[config.mk]
export PLATFORM = sky130hd
export DESIGN_NAME = acq_cmd_seq
export DESIGN_NICKNAME = d
export VERILOG_FILES = /design/src/rtl/acq_seq_pkg.sv /design/src/rtl/acq_cmd_mem.sv /design/src/rtl/acq_wait_timer.sv /design/src/rtl/acq_pin_drive.sv /design/src/rtl/acq_cmd_seq.sv
export SDC_FILE = /design/constraint.sdc
export NUM_CORES = 1
export LEC_CHECK = 0
export BUFFER_PORTS_ARGS = -buffer_cell sky130_fd_sc_hd__buf_4
export CAP_MARGIN = 20
export CORE_MARGIN = 2
export CORE_UTILIZATION = 55
export CTS_BUF_LIST = sky130_fd_sc_hd__clkbuf_8
export DETAILED_ROUTE_END_ITERATION = 6
export GPL_TIMING_DRIVEN = 0
export PLACE_DENSITY_LB_ADDON = 0.1
export SYNTH_ARGS = -nofsm -noshare
export SYNTH_HDL_FRONTEND = slang
export SYNTH_SLANG_ARGS = --single-unit
export TNS_END_PERCENT = 10
[constraint.sdc]
create_clock -name clk -period 4.39 [get_ports clk]
set_input_delay 1.317 -clock clk [delete_from_list [all_inputs] [get_ports clk]]
set_output_delay 1.317 -clock clk [all_outputs]
set_load 0.005 [all_outputs]
[src/rtl/acq_seq_pkg.sv]
package acq_seq_pkg;

  localparam int MSEQ_W    = 4;
  localparam int WSEL_W    = 4;
  localparam int PINS      = 4;
  localparam int DMA_W     = 4;
  localparam int WSEL_DLY  = 3;
  localparam int WSEL_CONV = 4;
  localparam int NUM_TMR   = WSEL_DLY;

  typedef struct packed {
    logic              end_f;   // 25
    logic              math_f;  // 24
    logic [MSEQ_W-1:0] mseq;    // 23:20
    logic              dis;     // 19
    logic              chg;     // 18
    logic              bal;     // 17
    logic              conv;    // 16
    logic [WSEL_W-1:0] wsel;    // 15:12
    logic [1:0]        pc_s;    // 11:10
    logic [1:0]        pc_a;    // 9:8
    logic [1:0]        pc_b;    // 7:6
    logic [1:0]        pc_c;    // 5:4
    logic [DMA_W-1:0]  dma;     // 3:0
  } acq_cmd_t;

  localparam int CMD_W = $bits(acq_cmd_t);

  typedef enum logic [1:0] {S_IDLE, S_FETCH, S_LOAD, S_WAIT} seq_state_t;
  typedef enum logic [1:0] {WM_NONE, WM_COUNT, WM_CONV} wait_mode_t;

endpackage

[src/rtl/acq_cmd_mem.sv]
module acq_cmd_mem #(
  parameter int DEPTH  = 16,
  parameter int WIDTH  = 26,
  parameter int ADDR_W = $clog2(DEPTH)
) (
  input  logic              clk,
  input  logic              we_i,
  input  logic [ADDR_W-1:0] waddr_i,
  input  logic [WIDTH-1:0]  wdata_i,
  input  logic [ADDR_W-1:0] raddr_i,
  output logic [WIDTH-1:0]  rdata_o
);

  logic [WIDTH-1:0] mem [DEPTH];

  // Write-first not needed; plain synchronous read for block RAM.
  always_ff @(posedge clk) begin
    if (we_i) mem[waddr_i] <= wdata_i;
    rdata_o <= mem[raddr_i];
  end

endmodule

[src/rtl/acq_wait_timer.sv]
module acq_wait_timer
  import acq_seq_pkg::*;
#(
  parameter int TMR_W = 8,
  parameter int DLY_W = 5,
  parameter int CNT_W = (TMR_W > DLY_W) ? TMR_W : DLY_W
) (
  input  logic                     clk,
  input  logic                     rst,
  input  logic                     load_i,
  input  logic [WSEL_W-1:0]        wsel_i,
  input  logic [NUM_TMR*TMR_W-1:0] tmr_i,
  input  logic [DLY_W-1:0]         dly_i,
  input  logic                     waiting_i,
  input  logic                     conv_done_i,
  output logic                     done_o
);

  logic [TMR_W-1:0] tmr_arr [NUM_TMR];
  logic [TMR_W-1:0] sel_tmr;
  logic             sel_is_tmr;
  logic [CNT_W-1:0] cnt;
  wait_mode_t       mode;

  for (genvar g = 0; g < NUM_TMR; g++) begin : g_tmr
    assign tmr_arr[g] = tmr_i[g*TMR_W +: TMR_W];
  end

  always_comb begin
    sel_tmr    = '0;
    sel_is_tmr = 1'b0;
    for (int i = 0; i < NUM_TMR; i++) begin
      if (wsel_i == WSEL_W'(i)) begin
        sel_tmr    = tmr_arr[i];
        sel_is_tmr = 1'b1;
      end
    end
  end

  always_ff @(posedge clk) begin
    if (rst) begin
      mode <= WM_NONE;
      cnt  <= '0;
    end else if (load_i) begin
      if (sel_is_tmr) begin
        mode <= WM_COUNT;
        cnt  <= CNT_W'(sel_tmr);
      end else if (wsel_i == WSEL_W'(WSEL_DLY)) begin
        mode <= WM_COUNT;
        cnt  <= CNT_W'(dly_i);
      end else if (wsel_i == WSEL_W'(WSEL_CONV)) begin
        mode <= WM_CONV;
        cnt  <= '0;
      end else begin
        mode <= WM_NONE;
        cnt  <= '0;
      end
    end else if (waiting_i && mode == WM_COUNT && cnt != '0) begin
      cnt <= cnt - CNT_W'(1);
    end
  end

  assign done_o = waiting_i &&
                  ((mode == WM_NONE) ||
                   (mode == WM_COUNT && cnt == '0) ||
                   (mode == WM_CONV && conv_done_i));

  // a running count steps down by exactly one each waiting clock
  p_count_step_r4: assert property (@(posedge clk) disable iff (rst)
    (waiting_i && !load_i && mode == WM_COUNT && cnt != '0) |=>
      (cnt == $past(cnt) - CNT_W'(1)));

  // a conversion wait never finishes while the converter is busy
  p_conv_hold_r5: assert property (@(posedge clk) disable iff (rst)
    (waiting_i && mode == WM_CONV && !conv_done_i) |-> !done_o);

endmodule

[src/rtl/acq_pin_drive.sv]
module acq_pin_drive (
  input  logic       clk,
  input  logic       rst,
  input  logic       load_i,
  input  logic [1:0] code_i,
  output logic       ovr_o,
  output logic       oe_o,
  output logic       lvl_o
);

  always_ff @(posedge clk) begin
    if (rst) begin
      ovr_o <= 1'b0;
      oe_o  <= 1'b0;
      lvl_o <= 1'b0;
    end else if (load_i) begin
      case (code_i)
        2'd1:    begin ovr_o <= 1'b1; oe_o <= 1'b1; lvl_o <= 1'b0; end
        2'd2:    begin ovr_o <= 1'b1; oe_o <= 1'b1; lvl_o <= 1'b1; end
        2'd3:    begin ovr_o <= 1'b1; oe_o <= 1'b0; lvl_o <= 1'b0; end
        default: begin ovr_o <= 1'b0; oe_o <= 1'b0; lvl_o <= 1'b0; end
      endcase
    end
  end

  // a released pin never drives
  p_release_quiet_r8: assert property (@(posedge clk) disable iff (rst)
    !ovr_o |-> (!oe_o && !lvl_o));

  // pin state only moves when a command is loaded
  p_pin_hold_r9: assert property (@(posedge clk) disable iff (rst)
    !load_i |=> $stable({ovr_o, oe_o, lvl_o}));

endmodule

[src/rtl/acq_cmd_seq.sv]
module acq_cmd_seq
  import acq_seq_pkg::*;
#(
  parameter int DEPTH  = 16,
  parameter int TMR_W  = 8,
  parameter int DLY_W  = 5,
  parameter int ADDR_W = $clog2(DEPTH)
) (
  input  logic                     clk,
  input  logic                     rst,
  input  logic                     trig_i,
  input  logic                     cmd_we_i,
  input  logic [ADDR_W-1:0]        cmd_addr_i,
  input  logic [CMD_W-1:0]         cmd_wdata_i,
  input  logic [NUM_TMR*TMR_W-1:0] list_tmr_i,
  input  logic [DLY_W-1:0]         dly_i,
  input  logic                     conv_done_i,
  output logic                     busy_o,
  output logic                     sw_dis_o,
  output logic                     sw_chg_o,
  output logic                     sw_bal_o,
  output logic                     conv_start_o,
  output logic                     math_start_o,
  output logic [MSEQ_W-1:0]        math_seq_o,
  output logic [PINS-1:0]          pin_ovr_o,
  output logic [PINS-1:0]          pin_oe_o,
  output logic [PINS-1:0]          pin_lvl_o,
  output logic [DMA_W-1:0]         dma_o
);

  localparam logic [ADDR_W-1:0] LAST_IDX = ADDR_W'(DEPTH - 1);

  seq_state_t        state;
  logic [ADDR_W-1:0] idx;
  logic              stop_q;
  logic [CMD_W-1:0]  rdata;
  acq_cmd_t          rd;
  logic              load;
  logic              waiting;
  logic              wait_done;
  logic [1:0]        pin_code [PINS];

  assign rd      = acq_cmd_t'(rdata);
  assign load    = (state == S_LOAD);
  assign waiting = (state == S_WAIT);

  acq_cmd_mem #(.DEPTH(DEPTH), .WIDTH(CMD_W), .ADDR_W(ADDR_W)) u_mem (
    .clk     (clk),
    .we_i    (cmd_we_i),
    .waddr_i (cmd_addr_i),
    .wdata_i (cmd_wdata_i),
    .raddr_i (idx),
    .rdata_o (rdata)
  );

  acq_wait_timer #(.TMR_W(TMR_W), .DLY_W(DLY_W)) u_wait (
    .clk         (clk),
    .rst         (rst),
    .load_i      (load),
    .wsel_i      (rd.wsel),
    .tmr_i       (list_tmr_i),
    .dly_i       (dly_i),
    .waiting_i   (waiting),
    .conv_done_i (conv_done_i),
    .done_o      (wait_done)
  );

  assign pin_code[0] = rd.pc_s;
  assign pin_code[1] = rd.pc_a;
  assign pin_code[2] = rd.pc_b;
  assign pin_code[3] = rd.pc_c;

  for (genvar p = 0; p < PINS; p++) begin : g_pin
    acq_pin_drive u_pin (
      .clk    (clk),
      .rst    (rst),
      .load_i (load),
      .code_i (pin_code[p]),
      .ovr_o  (pin_ovr_o[p]),
      .oe_o   (pin_oe_o[p]),
      .lvl_o  (pin_lvl_o[p])
    );
  end

  always_ff @(posedge clk) begin
    if (rst) begin
      state        <= S_IDLE;
      idx          <= '0;
      stop_q       <= 1'b0;
      busy_o       <= 1'b0;
      sw_dis_o     <= 1'b0;
      sw_chg_o     <= 1'b0;
      sw_bal_o     <= 1'b0;
      conv_start_o <= 1'b0;
      math_start_o <= 1'b0;
      math_seq_o   <= '0;
      dma_o        <= '0;
    end else begin
      conv_start_o <= 1'b0;
      math_start_o <= 1'b0;
      case (state)
        S_IDLE: begin
          if (trig_i) begin
            state  <= S_FETCH;
            idx    <= '0;
            busy_o <= 1'b1;
          end
        end
        S_FETCH: state <= S_LOAD;
        S_LOAD: begin
          sw_dis_o     <= rd.dis;
          sw_chg_o     <= rd.chg;
          sw_bal_o     <= rd.bal;
          conv_start_o <= rd.conv & rd.bal;
          math_start_o <= rd.math_f;
          if (rd.math_f) math_seq_o <= rd.mseq;
          dma_o        <= rd.dma;
          stop_q       <= rd.end_f || (idx == LAST_IDX);
          state        <= S_WAIT;
        end
        default: begin
          if (wait_done) begin
            if (stop_q) begin
              state  <= S_IDLE;
              busy_o <= 1'b0;
            end else begin
              idx   <= idx + 1'b1;
              state <= S_FETCH;
            end
          end
        end
      endcase
    end
  end

  // a conversion is only started with the balance switch closed
  p_conv_bal_r6: assert property (@(posedge clk) disable iff (rst)
    conv_start_o |-> sw_bal_o);

  // math start is a single-clock pulse
  p_math_pulse_r7: assert property (@(posedge clk) disable iff (rst)
    math_start_o |=> !math_start_o);

  // busy rises only in answer to a trigger
  p_start_trig_r1: assert property (@(posedge clk) disable iff (rst)
    $rose(busy_o) |-> $past(trig_i));

  // switch outputs are held outside the load step
  p_sw_hold_r9: assert property (@(posedge clk) disable iff (rst)
    !load |=> $stable({sw_dis_o, sw_chg_o, sw_bal_o, dma_o}));

  // idle is only left through a trigger and always raises busy
  p_idle_busy_r10: assert property (@(posedge clk) disable iff (rst)
    (state == S_IDLE && !trig_i) |=> (state == S_IDLE && !busy_o));

endmodule

# ---- Word level (Yosys, flattened, before mapping)
# Memories as Yosys holds them, arrays and structs flattened. A register that Yosys moved wholly into a read port is not among the register bits.
# Cells that the tools add are included.
dict set report word_totals {
  regBits 43
  ram_bits 416
  out_inout_bits 26
  mem_count 1
}
# memory depth word_bits read_ports rd_clocked_by_memory_dff wr line_no
set memory_table {}
lappend memory_table {u_mem.mem 16 26 1 1 1 acq_cmd_mem.sv:14} ;# logic [WIDTH-1:0] mem [DEPTH];
dict set report op_classes {
  n_addsub 2
  n_eq_ne 24
  n_mux 39
  n_bitwise 3
  n_reduce_logical 31
}
# cell count
set ops {}
lappend ops {{$mux W8} 6}
lappend ops {{$eq A2 B2 Y1 const B} 11}
lappend ops {{$mux W1} 21}
lappend ops {{$eq A2 B1 Y1 const B} 6}
lappend ops {{$mux W4} 3}
lappend ops {{$reduce_or A2 Y1} 6}
lappend ops {{$reduce_or A3 Y1} 4}
lappend ops {{$mux W2} 5}
lappend ops {{$eq A4 B2 Y1 const B} 2}
lappend ops {{$logic_not A8 Y1} 1}
lappend ops {{$pmux W4 S2} 1}
lappend ops {{$reduce_and A4 Y1} 2}
lappend ops {{$reduce_bool A8 Y1} 1}
lappend ops {{$sub A8 B1 Y8 const B} 1}
lappend ops {{$pmux W2 S3} 1}
lappend ops {{$reduce_bool A2 Y1} 3}
lappend ops {{$logic_and A1 B1 Y1} 5}
lappend ops {{$mux W5} 1}
lappend ops {{$add A4 B1 Y4 const B} 1}
lappend ops {{$eq A4 B1 Y1 const B} 1}
lappend ops {{$eq A4 B3 Y1 const B} 1}
lappend ops {{$eq A4 B4 Y1 const B} 1}
lappend ops {{$logic_not A2 Y1} 2}
lappend ops {{$logic_not A4 Y1} 1}
lappend ops {{8 further kinds} 12}

# ---- Logic depth before layout (Yosys ltp)
dict set report depth {
  depth_word 7
  mapped_depth 8
  ltp_nobuf 7
}

# ---- By module
# A second synthesis with hierarchy kept.
dict set report unflattened {
  cells_unflattened 937
  area_unflattened_um2 18712.9
}
# module instances cells_each area_per_inst_um2 seq_area_each_um2
set modules_own_cells {}
lappend modules_own_cells {acq_cmd_mem 1 686 16375.7 13012.5}
lappend modules_own_cells {acq_cmd_seq 1 99 945.9 420.4}
lappend modules_own_cells {acq_wait_timer 1 100 865.8 200.2}
lappend modules_own_cells {acq_pin_drive 4 13 131.4 60.1}

# ---- Least setup slack after synthesis
# OpenSTA, ideal clock, no wires.
dict set report synth_path {
  kind {input to register}
  from {in cmd_addr_i[2]}
  to {mem u_mem.mem[0][0] (enable)}
  arrival_time_ps 3633
  required_time_ps 3948
  path_slack_ps 315
  cell_stages 2
  path_cell_list {or3b_2 > nor3_1}
}
# item line_no
set synth_rtl {}
lappend synth_rtl {{start, declared} acq_cmd_seq.sv:13} ;# input logic [ADDR_W-1:0] cmd_addr_i,
lappend synth_rtl {{end, declared} acq_cmd_mem.sv:14}
# Straight into the memory's write port.

# ---- Worst setup path in the final report
dict set report layout_path {
  from {in cmd_addr_i[2]}
  to {mem u_mem.mem[0][7] (enable)}
}
# Straight into the memory's write port.

==> flow_metrics.tcl <==
set metrics [dict create \
    status "completed" \
    hp-class "reg -> reg" \
    ir_worst_vdd_uv 302 \
    avgSynthCellArea_um2 19.3 \
    post-route-period-util_pct 63.7 \
    start_kind "input port" \
    cts_setup_buffers 0 \
    fp.dieH_um 188 \
    area_delta_synth_final_pct 17.1 \
    port-buffer-count 89 \
    design_area_um2 21900 \
    fp.dieW_um 188 \
    grt_pass1_vias 10000 \
    slew_viol_final 0 \
    min_period_ns 2.79 \
    num_antenna_cells 0 \
    clock_path_buffers 3 \
    power_density_nw_per_um2 442 \
    slowest_stage "nor3_2" \
    max-slew-margin-rel_pct 24.5 \
    rrSetupSlack_ns 1.72 \
    cts_tree "built" \
    clkTransAtPathRegs_ns 0.05 \
    arrival_ns 3.10 \
    gp_congestion 0.805 \
    finalHoldViolations 0 \
    cts_resized 0 \
    fin_skew_ns 0.0218 \
    syn_area_um2 18700 \
    tightest_slew_ns 1.13 \
    maxCapViolCount 0 \
    ys.flop_type "edfxtp_1" \
    synth_warnings 0 \
    yosysUniqueCellTypes 41 \
    nets 1239 \
    synth.area.top_cells "edfxtp_1 (67%), mux4_2 (13%), dfxtp_1 (7.4%)" \
    fillers 2376 \
    slowest_delay_ns 0.78 \
    ys_seq_area_share_pct 74.2 \
    clock-sinks 485 \
    fin_cells 1669 \
    setup_violations 0 \
    cp_max_fo 9 \
    drive_gt1_share_pct 30.7 \
    critical_path_class "in -> reg" \
    avgViaCountPerCell 5.86 \
    dp_hpwl_mm 26.4 \
    fmax_mhz 358 \
    die-area_um2 35500 \
    power.total_mw 9.67 \
    ctsHoldBuffers 0 \
    coreArea_um2 33500 \
    crit_chain "buf_4 -> or3b_2 -> nor3_2 -> buf_6" \
    num_vias 9773 \
    regArea_um2 13900 \
    leakage_nw 7.19 \
    antenna_found_initial 0 \
    final_cell_mix "edfxtp_1 (416), mux4_2 (109), buf_4 (101)" \
    ioPinCount 90 \
    dp.cells 1529 \
    track_usage_pct 23.9 \
    rows 67 \
    wirelength_mm 41.2 \
    grt_max_degree 20 \
    synth_cells 969 \
    ys_async_sr_fraction_pct 0 \
    wl_per_cell_um 24.7 \
    cts_root_buffer "clkbuf_8" \
    synth_top_area_share_pct 66.8 \
    clk_latency_ns 0.61 \
    numCtsBuffers 77 \
    endpoint_kind "register" \
    syn_nets 1048 \
    crit_required_ns 4.69 \
    multi_input_area_um2 4530 \
    synth-edff-count 416 \
    htree_levels 3 \
    synth_largest_area_cell "edfxtp_1" \
    grt.overflow.total 0 \
    dpl_cell_area_um2 20400 \
    rsz0062_at_grt "false" \
    final_antenna_net_count 0 \
    layout_commonest_cell "edfxtp_1" \
    dr.pass1.iters 4 \
    synth_seq_cells 485 \
    drc 0 \
    grt_pass1_wl_mm 61.3 \
    dr.first_iter.drc_count 808 \
    start_util_pct 55.7 \
]
worst max-delay path: cells and delay by family:
| kind | cells | cell delay, ns |
|---|---|---|
| buffers and inverters | 2 | 0.40 |
| AND/OR/NAND/NOR | 2 | 1.37 |
worst paths after layout:
kind	depth (start not counted)	to	startpoint
worst min-delay path	2	math_seq_o[3]$_SDFFE_PP0P_	math_seq_o[3]$_SDFFE_PP0P_
worst max register to register	7	conv_start_o$_SDFF_PP0_	state[0]$_SDFFE_PP0P_
worst min register to register	2	math_seq_o[3]$_SDFFE_PP0P_	math_seq_o[3]$_SDFFE_PP0P_
worst max-delay path	4	u_mem.mem[0][7]$_DFFE_PP_	cmd_addr_i[2]
registers in the layout (all words and copies together), names as in the netlist, 2 cells and up:
register and flops:
state 2, math_seq_o 4, g_pin.u_pin.oe_o 4, idx 4
u_mem.mem 416, u_mem.rdata_o 26, g_pin.u_pin.lvl_o 4, u_wait.mode 2
g_pin.u_pin.ovr_o 4, u_wait.cnt 8, dma_o 4
synthesized netlist by cell type (3+ instances only):
library cell / n
nand3b_1: 4
or3_1: 4
a211oi_1: 32
buf_2: 17
o22ai_1: 6
edfxtp_1: 416
clkbuf_1: 30
mux2i_1: 46
xnor2_1: 7
nand2b_1: 6
ha_1: 15
nor2_1: 49
inv_1: 20
dfxtp_1: 69
nor3_1: 7
a21oi_1: 37
buf_4: 12
nand2_1: 12
buf_1: 5
o21ai_0: 5
and2_1: 27
o211ai_1: 3
nand3_1: 7
mux4_2: 109
per-stage QoR:
step           util, %  TNS, ns  setup WS [ns]  hold WS, ns
4_1_cts           65.3        0           1.59        0.458
2_1_floorplan        -        0          0.315        0.439
3_5_place_dp      60.9        0          0.937        0.450
5_1_grt           65.3        0           1.54        0.479
6_report          65.3        0           1.60        0.451
3_3_place_gp      59.4  -234.14          -1.83        0.444
where the power goes:
part | internal, mW | leakage (nW) | switching (mW) | total [mW]
Clock | 1.87 | 0.834 | 1.69 | 3.57
Sequential | 5.16 | 4.33 | 0.0793 | 5.24
Combinational | 0.394 | 2.03 | 0.469 | 0.862
kinds of logic after synthesis:
| family | synth area share (%) |
|---|---|
| AOI/OAI and AO/OA | 3.19 |
| xor gates and xnor gates | 0.328 |
| adders and majority gates | 1.00 |
| buffers and inverters | 2.10 |
| DFF | 74.2 |
| muxes | 15.6 |
| and+or+nand+nor | 3.54 |
cell type report:
cell class                      count  area share [%]
Clock buffer                       87            5.47
Buffer                             65            1.45
Sequential cell                   485            63.4
Multi-Input combinational cell    399            20.7
Clock inverter                     53            1.15
Tap cell                          448            2.56
Inverter                           20           0.343
Timing Repair Buffer              112            4.91
metal layers:
layer	vias up	share of wire [%]	track usage, %	routed length, µm
li1	4268	-	-	-
met1	5066	45	35.2	18500
met2	375	47	36.6	19200
met3	64	6.5	5.07	2690
met4	0	1.9	7.30	779
met5	-	0	0	0
Note: power is estimated with default switching activity, not from simulation.
